==> config.mk <==
export PLATFORM = sky130hd
export DESIGN_NAME = sio_ctrl
export DESIGN_NICKNAME = d
export VERILOG_FILES = /design/src/rtl/sio_pkg.sv /design/src/rtl/sio_clkgen.sv /design/src/rtl/sio_fsm.sv /design/src/rtl/sio_shift.sv /design/src/rtl/sio_ctrl.sv
export SDC_FILE = /design/constraint.sdc
export NUM_CORES = 1
export LEC_CHECK = 0
export BUFFER_PORTS_ARGS = -buffer_cell sky130_fd_sc_hd__clkbuf_2
export CORE_MARGIN = 1
export CORE_UTILIZATION = 42
export CTS_CLUSTER_SIZE = 8
export DETAILED_ROUTE_END_ITERATION = 16
export GPL_ROUTABILITY_DRIVEN = 0
export PLACE_DENSITY = 0.75
export SLEW_MARGIN = 5
export SYNTH_ARGS = -nofsm -noshare
export SYNTH_HDL_FRONTEND = slang
export SYNTH_SLANG_ARGS = --single-unit
==> constraint.sdc <==
create_clock -name clk -period 3 [get_ports clk]
set_clock_uncertainty 0.2 [all_clocks]
set_input_delay 0 -clock clk [delete_from_list [all_inputs] [get_ports clk]]
set_output_delay 0 -clock clk [all_outputs]
set_load 0.05 [all_outputs]
==> src/rtl/sio_pkg.sv <==
package sio_pkg;
    typedef enum logic [1:0] {
        ST_STARTW = 2'd0,
        ST_CLKW   = 2'd1,
        ST_XFER   = 2'd2,
        ST_FREE   = 2'd3
    } sio_state_e;

    localparam logic [1:0] PM_FREERUN = 2'b00;
endpackage

==> src/rtl/sio_clkgen.sv <==
module sio_clkgen #(
    parameter int CLK_DIV = 4,
    parameter int SYNC_N  = 2
) (
    input  logic clk,
    input  logic rst_n,
    input  logic ext_mode,
    input  logic run,
    input  logic sck_in,
    output logic sck_out,
    output logic fall_ev,
    output logic rise_ev
);
    localparam int DIV_W = (CLK_DIV > 1) ? $clog2(CLK_DIV) : 1;
    localparam logic [DIV_W-1:0] DIV_LAST = DIV_W'(CLK_DIV - 1);

    logic [DIV_W-1:0]  div_q;
    logic              sck_q;
    logic              tick;
    logic [SYNC_N-1:0] sync_q;
    logic              prev_q;
    logic              synced;

    assign tick = run && (div_q == DIV_LAST);

    // internal divider: clock parked high while not running
    always_ff @(posedge clk or negedge rst_n) begin
        if (!rst_n) begin
            div_q <= '0;
            sck_q <= 1'b1;
        end else if (!run) begin
            div_q <= '0;
            sck_q <= 1'b1;
        end else if (tick) begin
            div_q <= '0;
            sck_q <= ~sck_q;
        end else begin
            div_q <= div_q + 1'b1;
        end
    end

    // synchroniser chain for the external clock
    always_ff @(posedge clk or negedge rst_n) begin
        if (!rst_n) begin
            sync_q <= '1;
            prev_q <= 1'b1;
        end else begin
            sync_q <= {sync_q[SYNC_N-2:0], sck_in};
            prev_q <= synced;
        end
    end

    assign synced  = sync_q[SYNC_N-1];
    assign sck_out = sck_q;
    assign fall_ev = ext_mode ? (prev_q & ~synced) : (tick & sck_q);
    assign rise_ev = ext_mode ? (~prev_q & synced) : (tick & ~sck_q);
endmodule

==> src/rtl/sio_fsm.sv <==
module sio_fsm
    import sio_pkg::*;
(
    input  logic       clk,
    input  logic       rst_n,
    input  logic       mode_wr,
    input  logic       start,
    input  logic       ext_mode,
    input  logic [1:0] pmode,
    input  logic       fall_ev,
    input  logic       rise_ev,
    input  logic       last_bit,
    output sio_state_e state,
    output logic       xfer_end,
    output logic       in_xfer,
    output logic       armed
);
    sio_state_e nxt;

    always_ff @(posedge clk or negedge rst_n) begin
        if (!rst_n) state <= ST_STARTW;
        else        state <= nxt;
    end

    always_comb begin
        nxt = state;
        if (mode_wr) begin
            nxt = ST_STARTW;
        end else begin
            unique case (state)
                ST_STARTW: if (start) nxt = ST_CLKW;
                ST_CLKW: begin
                    if (fall_ev)
                        nxt = (!ext_mode && pmode == PM_FREERUN) ? ST_FREE : ST_XFER;
                end
                ST_XFER: begin
                    if (start)                     nxt = ST_CLKW;
                    else if (rise_ev && last_bit)  nxt = ST_STARTW;
                end
                ST_FREE: nxt = ST_FREE;
            endcase
        end
    end

    always_comb begin
        in_xfer  = (state == ST_XFER);
        armed    = (state == ST_CLKW) || (state == ST_XFER);
        xfer_end = (state == ST_XFER) && (nxt != ST_XFER);
    end
endmodule

==> src/rtl/sio_shift.sv <==
module sio_shift #(
    parameter int DATA_W = 8,
    localparam int CNT_W = (DATA_W > 1) ? $clog2(DATA_W) : 1
) (
    input  logic              clk,
    input  logic              rst_n,
    input  logic              load,
    input  logic [DATA_W-1:0] load_data,
    input  logic              clr,
    input  logic              active,
    input  logic              armed,
    input  logic              fall_ev,
    input  logic              rise_ev,
    input  logic              si,
    output logic [CNT_W-1:0]  cnt,
    output logic              last_bit,
    output logic              so_bit,
    output logic [DATA_W-1:0] rx_data
);
    logic [DATA_W-1:0] sr_q;

    always_ff @(posedge clk or negedge rst_n) begin
        if (!rst_n)                 cnt <= '0;
        else if (clr)               cnt <= '0;
        else if (active && rise_ev) cnt <= cnt + 1'b1;
    end

    always_ff @(posedge clk or negedge rst_n) begin
        if (!rst_n)                 sr_q <= '0;
        else if (load)              sr_q <= load_data;
        else if (active && rise_ev) sr_q <= {si, sr_q[DATA_W-1:1]};
    end

    always_ff @(posedge clk or negedge rst_n) begin
        if (!rst_n)                 so_bit <= 1'b1;
        else if (armed && fall_ev)  so_bit <= sr_q[0];
    end

    assign last_bit = (cnt == CNT_W'(DATA_W - 1));
    assign rx_data  = sr_q;
endmodule

==> src/rtl/sio_ctrl.sv <==
module sio_ctrl
    import sio_pkg::*;
#(
    parameter int DATA_W  = 8,
    parameter int CLK_DIV = 4,
    parameter int SYNC_N  = 2,
    localparam int CNT_W  = (DATA_W > 1) ? $clog2(DATA_W) : 1
) (
    input  logic              clk,
    input  logic              rst_n,
    input  logic              mode_wr,
    input  logic              mode_ext,
    input  logic [1:0]        mode_pm,
    input  logic              start,
    input  logic              tx_wr,
    input  logic [DATA_W-1:0] tx_data,
    input  logic              idle_lvl,
    input  logic              irq_clr,
    input  logic              sck_in,
    input  logic              si,
    output logic              sck_out,
    output logic              sck_oe,
    output logic              so,
    output logic [DATA_W-1:0] rx_data,
    output logic              irq
);
    sio_state_e       state;
    logic             mode_ext_q;
    logic [1:0]       mode_pm_q;
    logic             fall_ev, rise_ev;
    logic             xfer_end, in_xfer, armed;
    logic             last_bit, so_bit;
    logic [CNT_W-1:0] bit_cnt;

    always_ff @(posedge clk or negedge rst_n) begin
        if (!rst_n) begin
            mode_ext_q <= 1'b1;
            mode_pm_q  <= 2'b01;
        end else if (mode_wr) begin
            mode_ext_q <= mode_ext;
            mode_pm_q  <= mode_pm;
        end
    end

    sio_clkgen #(.CLK_DIV(CLK_DIV), .SYNC_N(SYNC_N)) u_clk (
        .clk      (clk),
        .rst_n    (rst_n),
        .ext_mode (mode_ext_q),
        .run      (!mode_ext_q && state != ST_STARTW),
        .sck_in   (sck_in),
        .sck_out  (sck_out),
        .fall_ev  (fall_ev),
        .rise_ev  (rise_ev)
    );

    sio_fsm u_fsm (
        .clk      (clk),
        .rst_n    (rst_n),
        .mode_wr  (mode_wr),
        .start    (start),
        .ext_mode (mode_ext_q),
        .pmode    (mode_pm_q),
        .fall_ev  (fall_ev),
        .rise_ev  (rise_ev),
        .last_bit (last_bit),
        .state    (state),
        .xfer_end (xfer_end),
        .in_xfer  (in_xfer),
        .armed    (armed)
    );

    sio_shift #(.DATA_W(DATA_W)) u_shift (
        .clk       (clk),
        .rst_n     (rst_n),
        .load      (tx_wr && !in_xfer),
        .load_data (tx_data),
        .clr       (xfer_end || !in_xfer),
        .active    (in_xfer),
        .armed     (armed),
        .fall_ev   (fall_ev),
        .rise_ev   (rise_ev),
        .si        (si),
        .cnt       (bit_cnt),
        .last_bit  (last_bit),
        .so_bit    (so_bit),
        .rx_data   (rx_data)
    );

    always_ff @(posedge clk or negedge rst_n) begin
        if (!rst_n)        irq <= 1'b0;
        else if (xfer_end) irq <= 1'b1;
        else if (irq_clr)  irq <= 1'b0;
    end

    assign so     = in_xfer ? so_bit : idle_lvl;
    assign sck_oe = !mode_ext_q;
endmodule

After elaboration in Yosys (flattened, before gate mapping)
Index checks and enable logic that the tools add are counted.
{"block": "word_totals", "output_inout_bits": 12, "regBits": 24, "input_bits": 20}
{"block": "classes", "eq_ne": 7, "bitwise": 7, "reduce_logical": 18, "n_addsub": 2, "n_mux": 20}
{"op": "8-bit two-way mux", "n": 2}
{"op": "2-bit two-way mux", "n": 7}
{"op": "1-bit logical AND", "n": 8}
{"op": "1-bit two-way mux", "n": 8}
{"op": "2-bit one-hot mux with 4 select lines", "n": 1}
{"op": "2-bit nonzero test", "n": 4}
{"op": "2-bit == test, second input constant", "n": 3}
{"op": "3-bit two-way mux", "n": 2}
{"op": "1-bit AND", "n": 4}
{"op": "2-bit logical NOT", "n": 2}
{"op": "2-bit != test, second input constant", "n": 2}
{"op": "3-bit by 1-bit adder with 3-bit output, second input constant", "n": 1}
{"op": "3-bit == test, second input constant", "n": 1}
{"op": "1-bit inverter", "n": 3}
{"op": "2-bit by 1-bit adder with 2-bit output, second input constant", "n": 1}
{"op": "2-bit by 1-bit == test with 1-bit output, second input constant", "n": 1}
{"op": "1-bit logical NOT", "n": 2}
{"op": "1-bit logical OR", "n": 2}

Depth between registers and ports, before layout
Gate-level depths: netlist of run 1.
{"block": "logic_depth", "depth_word": 14, "depth_mapped": 10, "depth_no_buf": 7}

Cells and area by module
A second synthesis of run 1 with hierarchy kept.
{"block": "hier_totals", "cells_unflattened": 119, "area_unflattened_um2": 1327.5}
{"mod": "sio_shift", "area_per_inst_um2": 675.6, "n_inst": 1, "seq_area_each_um2": 301.5, "cells_per_inst": 63}
{"mod": "sio_clkgen", "area_per_inst_um2": 239.0, "n_inst": 1, "seq_area_each_um2": 155.1, "cells_per_inst": 17}
{"mod": "sio_fsm", "area_per_inst_um2": 221.5, "n_inst": 1, "seq_area_each_um2": 50.0, "cells_per_inst": 23}
{"mod": "sio_ctrl", "area_per_inst_um2": 191.4, "n_inst": 1, "seq_area_each_um2": 102.6, "cells_per_inst": 16}

Worst setup path before layout of run 1
No wires, ideal clock.
{"block": "synth_timing", "path_kind": "flip-flop to flip-flop", "startpoint": "register u_fsm.state[0]", "endpoint": "register irq", "slack_ns": 0.608, "arrival_time_ns": 2.071, "n_path_buf": 1, "required_time_ns": 2.679, "stages_incl_launch_ff": 9, "path_cell_list": "dfrtp_1 > inv_1 > ha_1 > buf_6 > or4b_4 > a21oi_2 > o221ai_2 > a211o_2 > a22o_1"}
{"block": "synth_between", "elab_chain_cells": 13, "elab_cells_between_ends": 22, "classes_between": "4 x eq/ne; 9 x mux; 2 x bitwise; 7 x reduce/logical"}
{"item": "start: declaration", "line": "sio_fsm.sv:13", "text": "output sio_state_e state,"}
{"item": "start signal: assignment", "line": "sio_fsm.sv:22", "text": "else state <= nxt;"}
{"item": "2-bit nonzero test", "line": "sio_ctrl.sv:49", "text": ".run (!mode_ext_q && state != ST_STARTW),"}
{"item": "1-bit logical AND", "line": "sio_ctrl.sv:49"}
{"item": "1-bit logical AND", "line": "sio_clkgen.sv:24", "text": "assign tick = run && (div_q == DIV_LAST);"}
{"item": "1-bit AND", "line": "sio_clkgen.sv:56", "text": "assign rise_ev = ext_mode ? (~prev_q & synced) : (tick & ~sck_q);"}
{"item": "1-bit two-way mux", "line": "sio_clkgen.sv:56"}
{"item": "1-bit logical AND", "line": "sio_fsm.sv:38", "text": "else if (rise_ev && last_bit) nxt = ST_STARTW;"}
{"item": "2-bit two-way mux", "line": "sio_fsm.sv:38"}
{"item": "2-bit two-way mux", "line": "sio_fsm.sv:37", "text": "if (start) nxt = ST_CLKW;"}
{"item": "2-bit one-hot mux with 4 select lines", "line": "sio_fsm.sv:30", "text": "unique case (state)"}
{"item": "2-bit two-way mux", "line": "sio_fsm.sv:27", "text": "if (mode_wr) begin"}
{"item": "2-bit != test", "line": "sio_fsm.sv:48", "text": "xfer_end = (state == ST_XFER) && (nxt != ST_XFER);"}
{"item": "1-bit logical AND (*)", "line": "sio_fsm.sv:48"}
{"item": "1-bit two-way mux / 2-bit nonzero test (equally long branches)"}
{"item": "end signal: assignment", "line": "sio_ctrl.sv:90", "text": "if (!rst_n) irq <= 1'b0;"}
{"item": "end signal: assignment", "line": "sio_ctrl.sv:91", "text": "else if (xfer_end) irq <= 1'b1;"}
{"item": "end signal: assignment", "line": "sio_ctrl.sv:92", "text": "else if (irq_clr) irq <= 1'b0;"}
{"item": "end: declaration", "line": "sio_ctrl.sv:25", "text": "output logic irq"}
Every way passes the cells marked *; elsewhere a longest branch is shown, timed or not.
A chain may end at the register's enable or synchronous reset.

Worst setup path after layout of run 1
{"block": "layout_timing", "startpoint": "register u_fsm.state[0]", "endpoint": "register u_fsm.state[1]"}
{"block": "layout_between", "elab_chain_cells": 10, "elab_cells_between_ends": 17, "classes_between": "3 x eq/ne; 7 x mux; 2 x bitwise; 5 x reduce/logical"}
{"item": "2-bit nonzero test", "line": "sio_ctrl.sv:49"}
{"item": "1-bit logical AND", "line": "sio_ctrl.sv:49"}
{"item": "1-bit logical AND", "line": "sio_clkgen.sv:24"}
{"item": "1-bit AND", "line": "sio_clkgen.sv:56"}
{"item": "1-bit two-way mux", "line": "sio_clkgen.sv:56"}
{"item": "1-bit logical AND", "line": "sio_fsm.sv:38"}
{"item": "2-bit two-way mux", "line": "sio_fsm.sv:38"}
{"item": "2-bit two-way mux", "line": "sio_fsm.sv:37"}
{"item": "2-bit one-hot mux with 4 select lines (*)", "line": "sio_fsm.sv:30"}
{"item": "2-bit two-way mux (*)", "line": "sio_fsm.sv:27"}
{"item": "named net u_fsm.nxt[1]", "line": "sio_fsm.sv:18", "text": "sio_state_e nxt;"}
The timed path passes the listed nets; every way through them passes the cells marked *.

==> results of run 1 <==
## power breakdown
group	internal (mW)	switching, mW	total, mW
sequential	0.362	0.0227	0.384
combinational	0.0781	0.120	0.198
clock	0.0740	0.0913	0.165
## worst max-delay path, cell delays in order, from the launching register on
cell	delay [ns]
dfrtp_1	0.46
inv_1	0.09
ha_1	0.30
or4b_4	0.57
a211o_1	0.27
a21oi_1	0.17
nor2_1	0.05
dlygate4sd3_1	0.55
## final cells by class
type	instances	share of cell area
sequential	24	0.3607
multi-input combinational	78	0.3548
timing repair buffer	54	0.2267
tap	31	0.02296
clock buffer	4	0.02148
inverter	6	0.01333
## cell families (layout without fill, tap and decap cells)
family | count (synthesis) | in the layout
buffers and inverters | 11 | 64
AOI/OAI and AO/OA | 19 | 19
adders and majority gates | 7 | 7
DFF | 24 | 24
xor gates and xnor gates | 2 | 2
and+or+nand+nor | 36 | 36
muxes | 14 | 14
## timing repair
action | 4_1_cts | 5_1_grt
resized for setup | 0 | 0
hold buffers | 22 | 0
endpoints found under the hold margin | 42 | 0
## cells in the final DEF (no fill, tap or decap), types with 2 or more instances in the layout
| cell | n |
|---|---|
| clkbuf_2 | 31 |
| dlygate4sd3_1 | 22 |
| dfrtp_1 | 17 |
| nor2_1 | 16 |
| mux2i_1 | 10 |
| nand2_1 | 8 |
| a21oi_1 | 7 |
| ha_1 | 7 |
| dfstp_2 | 7 |
| inv_1 | 6 |
| mux2_2 | 4 |
| a21oi_2 | 3 |
| clkbuf_4 | 3 |
| nand3b_1 | 2 |
| nor3b_2 | 2 |
| xnor2_1 | 2 |
## per-layer routing
layer  vias to the layer above  track usage  part of all wire
li1                        494            -                 -
met5                         -            0                 0
met1                       468       0.2109              0.44
met3                         4      0.02041             0.043
met4                         0      0.05923             0.010
met2                        31       0.2958              0.51
## path summary, 6_finish.rpt
path / startpoint / to / cells past startpoint
setup / recovery: u_fsm.state[0]$_DFF_PN0_ / u_fsm.state[1]$_DFF_PN0_ / 7
hold / removal: rst_n / u_shift.rx_data[1]$_DFFE_PN0P_ / 2
setup reg to reg: u_fsm.state[0]$_DFF_PN0_ / u_fsm.state[1]$_DFF_PN0_ / 7
hold reg to reg: u_clk.sync_q[0]$_DFF_PN1_ / u_clk.sync_q[1]$_DFF_PN1_ / 0
max in group asynchronous: rst_n / mode_pm_q[0]$_DFFE_PN1P_ / 2
min in group clk: tx_wr / u_shift.rx_data[6]$_DFFE_PN0P_ / 4
## per-stage QoR
step / cell area [um^2] / hold WS (ns) / setup WS [ns] / utilization / power [mW]
2_1_floorplan: 1272 / -0.4956 / 0.6084 / - / 0.5164
3_3_place_gp: 1433 / -0.1872 / 0.5788 / 0.5107 / 0.5596
3_5_place_dp: 1433 / -0.1706 / 0.5138 / 0.5107 / 0.5631
4_1_cts: 1689 / 0.007091 / 0.2305 / 0.6021 / 0.7552
5_1_grt: 1689 / 0.04475 / 0.1230 / 0.6021 / 0.7834
6_report: 1689 / 0.004132 / 0.2265 / 0.6021 / 0.7480
## registers in the layout (all words and copies together) (netlist names)
name	count
u_clk.prev_q	1
u_shift.so_bit	1
mode_pm_q	2
irq	1
u_fsm.state	2
u_clk.sck_out	1
u_clk.sync_q	2
mode_ext_q	1
u_shift.rx_data	8
u_shift.cnt	3
u_clk.div_q	2
==> metrics.txt, run 1 <==
Bufs on Longest Clock Path 2; DRT iter0 DRCs 16; wire length per cell after detailed routing around 13 um; Startpoint Class flop; Gate Count Post-Synth ~110; Hold WC Path Type primary input to async pin; dpl cells 171; Critical Path Sink Type flop; final setup vio count 0; final hold vios 0; Post-CTS Setup Inserts 0; Cell Area, Synth ~1300 um^2; row count 19; Synth top area share 0.3343; Pins Over Slew Limit 0; Final ANT Viol Nets 0; FILL cells between 200 and 250; global-route wire length before repair ~4.3 mm; crit path kind flop to flop; Overflow after GRT 0; DRC violations left 2; overall die width approximately 57 um; simple-gate share of the synthesized area 0.1544; cell taking the most area after synthesis dfrtp_1; post-DP HPWL roughly 1.7 mm; top post-synthesis cells by area dfrtp_1 (33%), dfstp_2 (14%), mux2i_1 (7.9%), ha_1 (6.9%), nor2_1 (4.7%); flip-flop and latch count after synthesis 24; # H-tree levels 1; Nets roughly 190; gr usage total 0.1672; layout cells sized above 1 0.3434; synth cell count leaders dfrtp_1 (17), nor2_1 (16), mux2i_1 (10); synth warn 0; Cell Pwr Density between 400 and 500 nW/um^2; Post-Syn Nets 140; sequential cell area between 600 and 700 um^2; Top FF cell, synth dfrtp_1; drt first pass iters 10; IO Port Bufs 31; XOR/XNOR Fraction of Synth Area 0.01377; Initial Util 0.4536; reg2reg setup slack 0.23 ns; IO Count 32; final setup TNS 0 ns; final cell count without fillers 197; vias after detailed routing ~1000; clock sink count 24; Multi-input gate area 599.3 um^2; post-synthesis sequential area ratio 0.4789; DIE AREA 3254 um^2; vias in the first global route 1025; leak pwr slightly below 0.8 nW; antenna violations before repair 0; core area ~2800 um^2; Period minus WS final around 2.8 ns; Clk pin slew, worst setup/hold paths between 0.1 and 0.15 ns; Vias per Instance approximately 5; Critical Path RT approximately 3.0 ns; RSZ-0062 raised after global routing false; synthesized area per cell 11.26 um^2; Slew @ Worst Pin 0.5705 ns; Layout area overhead 32.74%; maxcap violations 0; Synth Area in Compound Gates 0.1200; largest family of logic cells by synthesized area simple AND/OR/NAND/NOR gates; most frequent cell after synthesis dfrtp_1; post-synthesis mux area share 0.1141; root buf cell clkbuf_4; pin count of the biggest net entering global routing 25; FFs w/ async S/R, synth 1.000; Total Wirelength 2.481 mm; CTS tree built; worst rel slew slack 0.6197; critical path data arrival time roughly 2.8 ns; synth unique cells 33; EDFF count, synth 0; Antenna diodes 0; outcome finished, violations left; violated checks DRC; Fmax 360.6 MHz; Peak VDD IR 0.0002795 V; Clock Latency Late Sink about 0.30 ns; CTS Buf Count 3; Vert. Die Dim between 50 and 60 um; Final Cycle Share 0.9245; worst-path fanout max 9; adder-cell area share of the yosys netlist 0.06883
Note: power is estimated with default switching activity, not from simulation.
==> run 2, diff against run 1 <==
CORE_UTILIZATION = 50   (was 42)
PLACE_DENSITY = 0.86   (was 0.75)
SLEW_MARGIN = 20   (was 5)
==> metrics.txt, run 2 (synthesis gave the netlist of run 1 again) <==
vias in the first global route 1017 (-0.78%); Clk pin slew, worst setup/hold paths 0.13 ns (about the same); DRT iter0 DRCs 16 (unchanged); IO Count 32 (unchanged); Layout area overhead 32.45%; P_sw 0.2413 mW (+3.0%); IO Port Bufs 31 (unchanged); wire length per cell after detailed routing 13.92 um (+11%); post-DP HPWL 1.723 mm (+0.49%); Startpoint Class flop; final setup TNS 0 ns (unchanged); DIE AREA 2750 um^2 (-15%); Hold WC Path Type primary input to async pin; Nets 194 (unchanged); Cell Pwr Density 448.2 nW/um^2 (+1.2%); Critical Path Sink Type flop; drt first pass iters 4 (-6); gr usage total 0.2278 (+0.06068); antenna violations before repair 0 (unchanged); most frequent cells in the layout clkbuf_2 (31), dlygate4sd3_1 (22), dfrtp_1 (17), nor2_1 (16), mux2i_1 (10); vias after detailed routing 990 (-0.70%); Vias per Instance 5.103 (+0.83%); share of power burned in combinational logic 0.268 (+0.003); Overflow after GRT 0 (unchanged); Critical Path RT 3.00 ns (about the same); layout cells sized above 1 0.3434 (unchanged); Period minus WS final 2.789 ns (+0.01562 ns); slowest CP cell or4b_4; Total Wirelength 2.700 mm (+8.8%); final setup vio count 0 (unchanged); CTS Buf Count 3 (unchanged); worst rel slew slack 0.6096 (-0.01007); global-route wire length before repair 4.422 mm (+2.7%); sequential power share 0.511 (-0.003); outcome finished, final reports clean; fin area 1685 um^2 (-0.22%); crit path kind flop to flop; Clk pwr share 0.221 (about the same); DRC violations left 0 (-2); overall die width 52.45 um (-8.1%); Switching Fraction 0.3194 (+0.006349); Worst path max stage delay 0.57 ns (about the same); leading cell type in the layout, fill and taps excluded clkbuf_2; Largest register FFs 8 (unchanged); Peak VDD IR 0.0003389 V (+21%); dpl cell area 1429 um^2 (-0.26%); maxcap violations 0 (unchanged); row count 17 (-2); Antenna diodes 0 (unchanged); Pins Over Slew Limit 0 (unchanged); RSZ-0062 raised after global routing false; Fin Hold WS 0.001742 ns (-0.002390 ns); Fmax 358.5 MHz (-0.56%); Resized Gates After CTS 0 (unchanged); final core utilization 0.7337 (+0.1315); core area 2297 um^2 (-18%); pin count of the biggest net entering global routing 25 (unchanged); CTS tree built; Vert. Die Dim 52.45 um (-8.1%); root buf cell clkbuf_4; Bufs on Longest Clock Path 2 (unchanged); # H-tree levels 1 (unchanged); Final ANT Viol Nets 0 (unchanged); worst-path fanout max 9 (unchanged); Cell Chain, Critical Path inv_1 -> ha_1 -> or4b_4 -> a211o_1 -> a21oi_1 -> nor2_1 -> dlygate4sd3_1; critical path data arrival time 2.79 ns (+0.02 ns); FILL cells 154 (-29%); Slew @ Worst Pin 0.5856 ns (+0.01511 ns); leak pwr 0.7897 nW (unchanged); Initial Util 0.5539 (+0.1003); cell-internal power 0.5141 mW (about the same); clock sink count 24 (unchanged); Final Cycle Share 0.9297 (+0.005205); final hold vios 0 (unchanged); Clock Latency Late Sink 0.31 ns (about the same)
run 2: per-layer routing:
layer,wire length (um),vias up,part of all wire,track usage
li1,-,497,-,-
met1,1143,464,0.42,0.2561
met2,1440,27,0.53,0.4304
met3,99,2,0.037,0.02609
met4,17,0,0.0063,0.08772
met5,0,-,0,0
run 2: power by group through the flow:
stage	combinational [mW]	sequential (mW)	clock (mW)
2_1_floorplan	0.0792	0.437	0
3_3_place_gp	0.170	0.388	0
3_5_place_dp	0.173	0.390	0
4_1_cts	0.200	0.387	0.171
5_1_grt	0.217	0.391	0.182
6_report	0.202	0.386	0.167
run 2: path summary, 6_finish.rpt:
| path | start | to | slack [ns] | depth (start not counted) |
|---|---|---|---|---|
| min | rst_n | u_shift.rx_data[6]$_DFFE_PN0P_ | 0.002 | 2 |
| max in group asynchronous | rst_n | u_shift.so_bit$_DFFE_PN1P_ | 2.20 | 2 |
| min in group clk | tx_wr | u_shift.rx_data[5]$_DFFE_PN0P_ | 0.01 | 4 |
| max | u_fsm.state[0]$_DFF_PN0_ | u_fsm.state[1]$_DFF_PN0_ | 0.21 | 7 |
| max reg2reg | u_fsm.state[0]$_DFF_PN0_ | u_fsm.state[1]$_DFF_PN0_ | 0.21 | 7 |
| min reg2reg | u_clk.sync_q[0]$_DFF_PN1_ | u_clk.sync_q[1]$_DFF_PN1_ | 0.17 | 0 |
run 2: timing repair:
action / CTS / global route
endpoints found under the hold margin: 42 / 0
endpoints found under the setup margin: 0 / 0
buffers inserted: 0 / 0
hold buffers: 22 / 0
run 2: stage by stage:
step / power (mW) / setup WS (ns) / std cells
after global placement: 0.5573 / 0.5860 / 168
after detailed placement: 0.5636 / 0.5137 / 168
after CTS: 0.7568 / 0.2275 / 194
after global routing: 0.7894 / 0.1205 / 194
after floorplan: 0.5164 / 0.6084 / 113
final: 0.7554 / 0.2109 / 194
run 2: worst max-delay path, delay by kind of cell (launching register included):
kind                     cells  cell delay (ns)
AO/OA/AOI/OAI                2             0.45
adder cells (fa/ha/maj)      1             0.31
buffers and inverters        2             0.65
flip-flops                   1             0.45
AND/OR/NAND/NOR              2             0.63
run 2: final cells by class:
| class | count | area (um^2) | share of cell area |
|---|---|---|---|
| well taps | 28 | 35.03 | 0.02079 |
| flip-flops and latches | 24 | 609.3 | 0.3615 |
| multi-input cells | 78 | 599.3 | 0.3556 |
| clock buffers | 4 | 36.28 | 0.02153 |
| repair buffers | 54 | 382.9 | 0.2272 |
| inverters | 6 | 22.52 | 0.01336 |
